**config.mk**
```make
export PLATFORM = sky130hd
export DESIGN_NAME = rbs_store
export DESIGN_NICKNAME = d
export VERILOG_FILES = /design/src/rtl/rbs_pkg.sv /design/src/rtl/rbs_ctrl.sv /design/src/rtl/rbs_datapath.sv /design/src/rtl/rbs_store.sv
export SDC_FILE = /design/constraint.sdc
export NUM_CORES = 1
export LEC_CHECK = 0
export BUFFER_PORTS_ARGS = -buffer_cell sky130_fd_sc_hd__clkbuf_2
export CORE_MARGIN = 3
export CORE_UTILIZATION = 50
export DETAILED_ROUTE_END_ITERATION = 7
export GPL_TIMING_DRIVEN = 0
export PLACE_DENSITY = 0.66
export SLEW_MARGIN = 40
export SYNTH_ARGS = -nofsm -noshare
export SYNTH_HDL_FRONTEND = slang
export SYNTH_SLANG_ARGS = --single-unit
```
**constraint.sdc**
```tcl
create_clock -name clk -period 3.14 [get_ports clk]
set_input_delay 0.314 -clock clk [delete_from_list [all_inputs] [get_ports clk]]
set_output_delay 0.314 -clock clk [all_outputs]
set_load 0.01 [all_outputs]
```
**src/rtl/rbs_pkg.sv**
```systemverilog
`timescale 1ns/1ps
package rbs_pkg;
  localparam int CHAN_IDX_W = 5;
  localparam int STAGE_W    = 3;
  localparam int NIB_W      = 4;

  typedef struct packed {
    logic [STAGE_W-1:0]    stage;    // [2]=A, [1]=B, [0]=C capture strobes
    logic                  commit;   // last signalling byte of a clean multiframe
    logic                  bitVal;   // signalling bit of this byte
    logic                  keepCD;   // four-bit mode
    logic                  debounce; // two-sample filter active
    logic [CHAN_IDX_W-1:0] chan;
  } rbsStrobe_t;
endpackage

```
**src/rtl/rbs_ctrl.sv**
```systemverilog
`timescale 1ns/1ps
module rbs_ctrl
  import rbs_pkg::*;
#(
  parameter int NUM_CHAN = 24,
  parameter int FRAME_W  = 5,
  parameter int SIG_STEP = 6,
  parameter int ESF_LEN  = 24,
  parameter int D4_LEN   = 12
) (
  input  logic                  clk,
  input  logic                  rstN,
  input  logic                  byteValid,
  input  logic [7:0]            rxByte,
  input  logic [FRAME_W-1:0]    frameNum,
  input  logic [CHAN_IDX_W-1:0] chanNum,
  input  logic                  syncOk,
  input  logic                  esfMode,
  input  logic                  debounceEn,
  output rbsStrobe_t            strb
);
  localparam logic [FRAME_W-1:0] ESF_LAST = FRAME_W'(ESF_LEN);
  localparam logic [FRAME_W-1:0] D4_LAST  = FRAME_W'(D4_LEN);
  localparam logic [FRAME_W-1:0] FIRST_FR = FRAME_W'(1);

  logic                mfClean;
  logic                esfQ;
  logic                accept;
  logic [FRAME_W-1:0]  mfLen;

  // Multiframe validity: lost on sync drop or mode change, regained at frame 1 / channel 0.
  always_ff @(posedge clk) begin
    if (!rstN) begin
      mfClean <= 1'b0;
      esfQ    <= 1'b0;
    end else begin
      esfQ <= esfMode;
      if (!syncOk || (esfMode != esfQ))
        mfClean <= 1'b0;
      else if (byteValid && frameNum == FIRST_FR && chanNum == '0)
        mfClean <= 1'b1;
    end
  end

  always_comb begin
    mfLen  = esfMode ? ESF_LAST : D4_LAST;
    accept = byteValid && syncOk && (chanNum < CHAN_IDX_W'(NUM_CHAN));
    strb          = '0;
    strb.chan     = chanNum;
    strb.bitVal   = rxByte[0];
    strb.keepCD   = esfMode;
    strb.debounce = debounceEn;
    if (accept) begin
      for (int s = 1; s <= STAGE_W; s++) begin
        if (frameNum == FRAME_W'(s * SIG_STEP) && frameNum < mfLen)
          strb.stage[STAGE_W - s] = 1'b1;
      end
      if (frameNum == mfLen && mfClean)
        strb.commit = 1'b1;
    end
  end

  // a cycle without sync leaves no clean multiframe to commit next cycle
  p_no_commit_after_loss_r7: assert property (@(posedge clk) disable iff (!rstN)
    !syncOk |=> !strb.commit);

  // out-of-range channel bytes produce no capture or commit
  p_chan_range_r10: assert property (@(posedge clk) disable iff (!rstN)
    (byteValid && chanNum >= CHAN_IDX_W'(NUM_CHAN)) |-> (strb.stage == '0 && !strb.commit));
endmodule

```
**src/rtl/rbs_datapath.sv**
```systemverilog
`timescale 1ns/1ps
module rbs_datapath
  import rbs_pkg::*;
#(
  parameter int NUM_CHAN = 24
) (
  input  logic                  clk,
  input  logic                  rstN,
  input  rbsStrobe_t            strb,
  input  logic [CHAN_IDX_W-1:0] rdChan,
  output logic [NIB_W-1:0]      rdSig
);
  logic [NUM_CHAN-1:0][STAGE_W-1:0] stgQ;
  logic [NUM_CHAN-1:0][NIB_W-1:0]   candQ;
  logic [NUM_CHAN-1:0][NIB_W-1:0]   storeQ;
  logic [STAGE_W-1:0]               stgSel;
  logic [NIB_W-1:0]                 sampleNib;

  always_comb begin
    stgSel    = stgQ[strb.chan];
    sampleNib = strb.keepCD ? {stgSel, strb.bitVal}
                            : {stgSel[STAGE_W-1], strb.bitVal, 2'b00};
  end

  always_ff @(posedge clk) begin
    if (!rstN) begin
      stgQ   <= '0;
      candQ  <= '0;
      storeQ <= '0;
      rdSig  <= '0;
    end else begin
      for (int g = 0; g < NUM_CHAN; g++) begin
        if (strb.chan == CHAN_IDX_W'(g)) begin
          for (int k = 0; k < STAGE_W; k++)
            if (strb.stage[k]) stgQ[g][k] <= strb.bitVal;
          if (strb.commit) begin
            candQ[g] <= sampleNib;
            if (!strb.debounce || sampleNib == candQ[g])
              storeQ[g] <= sampleNib;
          end
        end
      end
      rdSig <= (rdChan < CHAN_IDX_W'(NUM_CHAN)) ? storeQ[rdChan] : '0;
    end
  end

  // without a commit strobe nothing stored moves
  p_hold_r4: assert property (@(posedge clk) disable iff (!rstN)
    !strb.commit |=> $stable(storeQ));

  // unfiltered commit lands the sample directly
  p_direct_r9: assert property (@(posedge clk) disable iff (!rstN)
    (strb.commit && !strb.debounce) |=> storeQ[$past(strb.chan)] == $past(sampleNib));

  // a sample disagreeing with the previous one never reaches the store
  p_debounce_r8: assert property (@(posedge clk) disable iff (!rstN)
    (strb.commit && strb.debounce && sampleNib != candQ[strb.chan]) |=> $stable(storeQ));

  // two-bit mode leaves C and D at zero on a direct commit
  p_cd_zero_r3: assert property (@(posedge clk) disable iff (!rstN)
    (strb.commit && !strb.keepCD && !strb.debounce) |=> storeQ[$past(strb.chan)][1:0] == 2'b00);
endmodule

```
**src/rtl/rbs_store.sv**
```systemverilog
`timescale 1ns/1ps
module rbs_store
  import rbs_pkg::*;
#(
  parameter int NUM_CHAN = 24,
  parameter int FRAME_W  = 5,
  parameter int SIG_STEP = 6,
  parameter int ESF_LEN  = 24,
  parameter int D4_LEN   = 12
) (
  input  logic                  clk,
  input  logic                  rstN,
  input  logic                  byteValid,
  input  logic [7:0]            rxByte,
  input  logic [FRAME_W-1:0]    frameNum,
  input  logic [CHAN_IDX_W-1:0] chanNum,
  input  logic                  syncOk,
  input  logic                  esfMode,
  input  logic                  debounceEn,
  input  logic [CHAN_IDX_W-1:0] rdChan,
  output logic [NIB_W-1:0]      rdSig
);
  rbsStrobe_t strb;

  rbs_ctrl #(
    .NUM_CHAN(NUM_CHAN), .FRAME_W(FRAME_W), .SIG_STEP(SIG_STEP),
    .ESF_LEN(ESF_LEN), .D4_LEN(D4_LEN)
  ) uCtrl (
    .clk(clk), .rstN(rstN), .byteValid(byteValid), .rxByte(rxByte),
    .frameNum(frameNum), .chanNum(chanNum), .syncOk(syncOk),
    .esfMode(esfMode), .debounceEn(debounceEn), .strb(strb)
  );

  rbs_datapath #(.NUM_CHAN(NUM_CHAN)) uData (
    .clk(clk), .rstN(rstN), .strb(strb), .rdChan(rdChan), .rdSig(rdSig)
  );
endmodule

```
==> flow_summary.ini, run 1 <==
[placement]
numPortBuffers = 19
place_congestion = 0.985
place_inst = 2225
dpl_cell_area_mm2 = 0.0164
pre_cts_ws_ns = -0.535
dp_hpwl_um = 43600

[clock_network]
clk_latency_ns = 0.58
htreeDepth = 1
cts.root.buffer_cell = clkbuf_16
clock_path_buffers = 3
cts_made_buffers = 31
cts_num_sinks = 270
cts_tree = built
clkSlewWorstSetupHoldPaths_ns = 0.06

[critical_path]
cp_data_arrival_time_ns = 3.65
crit_path_start = chanNum[2]
worstSetupPathType = input pin to register
crit_family = buffers and inverters
critPathBufInv = 5
rr_worst_depth = 8
cpPeakStageDelay_ns = 0.69
cp_cell_sequence = clkbuf_2 > buf_4 > nor2b_1 > buf_2 > nand3_1 > and4b_1 > a211oi_2 > and2_1 > clkbuf_1 > clkbuf_1 > nand4_1 > nand3_1
start_kind = input pin
required_ns = 3.66
path_max_fanout = 10
ff2ff_setup_slack_ns = 0.11
regToRegStartpoint = uData.stgQ[21]
end_kind = register
r2r-end = uData.storeQ[81]
cp_slowest_cell = clkbuf_1

[drt]
routed_via_density = 6.77
ant_nets = 0
drt_iter0_markers = 1865
wl_um = 59900
dr.pass1.iters = 6
avgRoutedWirePerCell_um = 26.2
vias = 15500
drc = 0

[run_status]
outcome = finished clean

[yosys]
post_synth_num_cell_types = 69
ys_seq_area_frac = 0.343
synth-simple-area-share = 0.235
synth-compound-area-share = 0.177
synthAdderAreaFrac = 0.00159
synth_edf_count = 0
synth.area.mux_share = 0.134
yosys_warnings = 0
synthArstFlopShare = 0
syn-cell-area_mm2 = 0.0158
synth_nets = 1840
synth_xor_area_frac = 0.0628
ys_seq_elements = 270
synth_area_per_cell_um2 = 8.72
ys.flop_type = dfxtp_1
synth_cells = 1809
synth_top_family_by_area = simple AND/OR/NAND/NOR gates

[pwr]
intPower_w = 0.00598
power_w = 0.00816
p_sw_frac = 0.267
powerDensity_mw_per_mm2 = 464
combinationalPowerShare = 0.107
switchingPower_w = 0.00218
p_clk_frac = 0.473
p_leak_nw = 6.01
ir_drop_mv = 0.441
seq_power_share = 0.420

[global_route]
grtUsageTotal = 0.346
grt_overflow = 0
antenna_found_initial = 0
grt_max_degree = 16
grt_pass1_vias = 14500
grt_pass1_wl_um = 89500

[flow_run]
cap_violations = 0

[die]
start_util = 0.511
core_mm2 = 0.0308
die_h_um = 184
pin_count = 33
dieArea_mm2 = 0.0337
dieWidth_um = 184
rows = 64

[final_layout]
nNetsFinal = 1897
drive_above_1_share = 0.117
finalNonFillerCells = 2285
final_common_cell = dfxtp_1
area_growth_pct = 11.4
num_antenna_cells = 0
fillers = 2823
final_area_mm2 = 0.0176
mostFrequentLayoutCells = dfxtp_1 (270), nand3_1 (194), nor2_1 (139)

[worst_hold_path]
hold_path.class = input pin to register
holdCritStartpoint = frameNum[2]
hold_path_depth = 4
whs_endpoint = uCtrl.mfClean

[timing]
hold_violations = 0
worst_pin_slew_ns = 0.935
finalCritPeriodShare = 0.999
setup_viol = 0
drv_slew = 0
min_period_ns = 3.14
layout_setup_ws_ns = 0.00348
relSlewSlack = 0.376
clock.fmax_ghz = 0.319
finClkSkew_ns = 0.0253
rsz0062_at_grt = false
cells by family after synthesis:
| group | Yosys count |
|---|---|
| multiplexers | 164 |
| adder cells (fa/ha/maj) | 2 |
| AO/OA/AOI/OAI | 417 |
| flip-flops | 270 |
| buffers and inverters | 157 |
| XOR/XNOR | 113 |
| AND/OR/NAND/NOR | 686 |
layout make-up:
type	count	area, µm²	area share
clock inverter	9	149	0.00848
sequential	270	5410	0.308
buffer	147	716	0.0408
inverter	10	37.5	0.00214
tap	396	495	0.0282
multi-input combinational	1382	9690	0.552
timing repair buffer	24	139	0.00791
clock buffer	47	926	0.0527
per-stage QoR:
step	hold slack (ns)	TNS (ns)	utilization
4_1_cts	0.115	0	0.566
2_1_floorplan	0.428	0	-
3_3_place_gp	0.437	-53.74	0.531
6_report	0.124	0	0.570
5_1_grt	0.173	0	0.570
3_5_place_dp	0.442	-40.54	0.531
flip-flops by register name, indices dropped and copies added, names as in the netlist:
name           cells
uData.candQ       96
uData.storeQ      96
uData.stgQ        72
uData.rdSig        4
uCtrl.esfQ         1
uCtrl.mfClean      1
worst min-delay path, cell delays in order:
cell	delay, ns
clkbuf_2	0.10
nor4bb_1	0.05
a31oi_1	0.15
nor2_1	0.05
worst max-delay path by stage:
| stage | to | slack, ns | cells after the start |
|---|---|---|---|
| 4_1_cts | uData.storeQ[53] | 0.03 | 8 |
| 3_3_place_gp | uData.candQ[55] | -0.93 | 8 |
| 5_1_grt | uData.storeQ[9] | 0.005 | 8 |
| 6_report | uData.storeQ[78] | 0.003 | 12 |
| 3_5_place_dp | uData.storeQ[53] | -0.54 | 10 |
| 2_1_floorplan | uData.rdSig[1] | 0.48 | 8 |
layer usage:
metal / global-route usage / part of all wire
met4: 0.165 / 0.058
met1: 0.451 / 0.40
met3: 0.0722 / 0.10
met5: 0 / 0
met2: 0.550 / 0.44
repair_timing:
item,in CTS,in global routing
endpoints found under the hold margin,1,0
hold buffers,1,0
setup buffers,0,3
setup endpoints to repair,0,36
resized for setup,0,12
cells in the mapped netlist, drive strengths merged, types with 12 or more instances:
cell | number | share of area
a211oi | 25 | 0.012
a21oi | 116 | 0.037
a22oi | 25 | 0.012
a311o | 27 | 0.017
a32oi | 24 | 0.015
and2 | 12 | 0.0049
and3 | 47 | 0.019
buf | 49 | 0.021
clkbuf | 98 | 0.023
dfxtp | 270 | 0.34
mux2 | 25 | 0.018
mux2i | 104 | 0.066
mux4 | 35 | 0.050
nand2 | 100 | 0.024
nand2b | 26 | 0.010
nand3 | 194 | 0.062
nand3b | 25 | 0.012
nand4 | 66 | 0.026
nor2 | 140 | 0.033
nor3 | 46 | 0.027
o211ai | 25 | 0.012
o21ai | 111 | 0.036
o32a | 22 | 0.014
o32ai | 23 | 0.013
xnor2 | 71 | 0.039
xor2 | 42 | 0.023
power by group through the flow:
stage	logic [W]	registers, W	clock network, W
after global placement	0.000829	0.00350	0
after CTS	0.000840	0.00343	0.00386
final	0.000875	0.00343	0.00385
after global routing	0.000899	0.00342	0.00400
after detailed placement	0.000836	0.00350	0
after floorplan	0.000517	0.00350	0
Note: power is estimated with default switching activity, not from simulation.
==> inputs of run 2 (changes only) <==
==> constraint.sdc (replaced) <==
create_clock -name clk -period 3.14 [get_ports clk]
set_input_delay 0.157 -clock clk [delete_from_list [all_inputs] [get_ports clk]]
set_output_delay 0.157 -clock clk [all_outputs]
set_load 0.01 [all_outputs]
==> flow_summary.ini, run 2 (same netlist as run 1, synthesis figures left out) <==
[run_status]
outcome = finished clean

[clock_network]
htreeDepth = 1
clock_path_buffers = 3
cts_made_buffers = 31
cts.root.buffer_cell = clkbuf_16
clkSlewWorstSetupHoldPaths_ns = 0.06
clk_latency_ns = 0.58
cts_tree = built
cts_num_sinks = 270

[final_layout]
fillers = 2823
top_regs = uData.candQ: 96 flops, uData.storeQ: 96 flops, uData.stgQ: 72 flops
num_antenna_cells = 0
area_growth_pct = 11.5
mostFrequentLayoutCells = dfxtp_1 (270), nand3_1 (194), nor2_1 (139)
drive_above_1_share = 0.116
final_common_cell = dfxtp_1
nNetsFinal = 1899
utilization = 0.570

[timing]
setup_tns_ns = 0
worst_pin_slew_ns = 0.925
setup_viol = 0
drv_slew = 0
hold_violations = 0
finClkSkew_ns = 0.0254
min_period_ns = 3.03
layout_setup_ws_ns = 0.113
rsz0062_at_grt = false
clock.fmax_ghz = 0.330
finalCritPeriodShare = 0.964
relSlewSlack = 0.383

[critical_path]
rr_worst_depth = 9
cp_data_arrival_time_ns = 3.48
required_ns = 3.59
path_max_fanout = 10
ff2ff_setup_slack_ns = 0.11
regToRegStartpoint = uData.stgQ[21]
worstSetupPathType = register to register
r2r-end = uData.storeQ[29]
end_kind = register
start_kind = register

[drt]
avgRoutedWirePerCell_um = 26.2
drt_iter0_markers = 1815
ant_nets = 0
vias = 15500
dr.pass1.iters = 7
wl_um = 59800
drc = 0
routed_via_density = 6.76

[global_route]
grt_pass1_wl_um = 89600
grtUsageTotal = 0.346
grt_pass1_vias = 14500
grt_overflow = 0
grt_max_degree = 16
antenna_found_initial = 0

[placement]
pre_cts_ws_ns = -0.378
numPortBuffers = 19
dp_hpwl_um = 43600
place_congestion = 0.985

[die]
pin_count = 33
dieArea_mm2 = 0.0337
core_mm2 = 0.0308
rows = 64
die_h_um = 184
dieWidth_um = 184
start_util = 0.511

[pwr]
powerDensity_mw_per_mm2 = 464
p_leak_nw = 6.02
ir_drop_mv = 0.441

[worst_hold_path]
whs_endpoint = uCtrl.esfQ
hold_path_depth = 3
holdCritStartpoint = esfMode
hold_path.class = input pin to register

[flow_run]
cap_violations = 0
==> run 2: cell count changes in the layout (fill, tap and decap cells not counted), sizes merged <==
| cell | before | now |
|---|---|---|
| dlygate4sd3 | 1 | 3 |
==> run 2: power breakdown <==
| part | internal, W | switching [W] | leakage [nW] |
|---|---|---|---|
| sequential | 0.00343 | 0.000000310 | 2.17 |
| clock | 0.00234 | 0.00151 | 0.532 |
| combinational | 0.000213 | 0.000661 | 3.32 |
| total | 0.00598 | 0.00217 | 6.02 |
==> run 2: metrics by stage <==
| step | area [µm²] | total power [W] | instances | hold WS, ns |
|---|---|---|---|---|
| 6_report | 17600 | 0.00815 | 2287 | 0.157 |
| 5_1_grt | 17600 | 0.00833 | 2287 | 0.187 |
| 4_1_cts | 17500 | 0.00813 | 2284 | 0.152 |
| 2_1_floorplan | 15800 | 0.00402 | 1809 | 0.283 |
| 3_5_place_dp | 16400 | 0.00434 | 2225 | 0.410 |
| 3_3_place_gp | 16400 | 0.00433 | 2224 | 0.405 |
==> run 2: final cells by class <==
cell class                 count  area, µm²  area share
sequential                   270       5410       0.308
clock buffer                  47        926      0.0527
buffer                       147        716      0.0407
timing repair buffer          26        159     0.00904
inverter                      10       37.5     0.00214
clock inverter                 9        149     0.00847
tap                          396        495      0.0282
multi-input combinational   1382       9690       0.551
==> run 2: how the worst max path moves through the flow <==
stage	from	endpoint	slack [ns]	depth (start not counted)
floorplan	rdChan[0]	uData.rdSig[1]	0.64	8
global placement	chanNum[4]	uData.candQ[55]	-0.77	8
detailed placement	esfMode	uData.storeQ[53]	-0.38	10
CTS	uCtrl.mfClean	uData.storeQ[53]	0.03	8
global route	uCtrl.mfClean	uData.storeQ[9]	0.005	8
finish	uData.stgQ[21]	uData.storeQ[29]	0.11	9
==> run 2: what timing repair did <==
action / 4_1_cts / 5_1_grt
buffers inserted: 0 / 3
gates resized for setup: 0 / 11
endpoints found under the setup margin: 0 / 25
endpoints found under the hold margin: 5 / 0
hold buffers: 3 / 0
==> run 2: worst max-delay path, cell delays in order, from the launching register on <==
cell	delay (ns)
dfxtp_1	0.33
mux2i_1	0.08
a221oi_1	0.30
o21ai_1	0.24
a32oi_4	0.52
buf_6	0.25
buf_6	0.25
mux2i_1	0.45
a21oi_1	0.14
a311o_1	0.32
==> run 2: metal layers <==
metal / global-route usage / share of wire / vias to the layer above / routed length (µm)
li1: - / - / 6937 / -
met1: 0.451 / 0.39 / 7390 / 23600
met2: 0.550 / 0.45 / 924 / 26700
met3: 0.0722 / 0.10 / 200 / 6230
met4: 0.165 / 0.055 / 0 / 3260
met5: 0 / 0 / - / 0
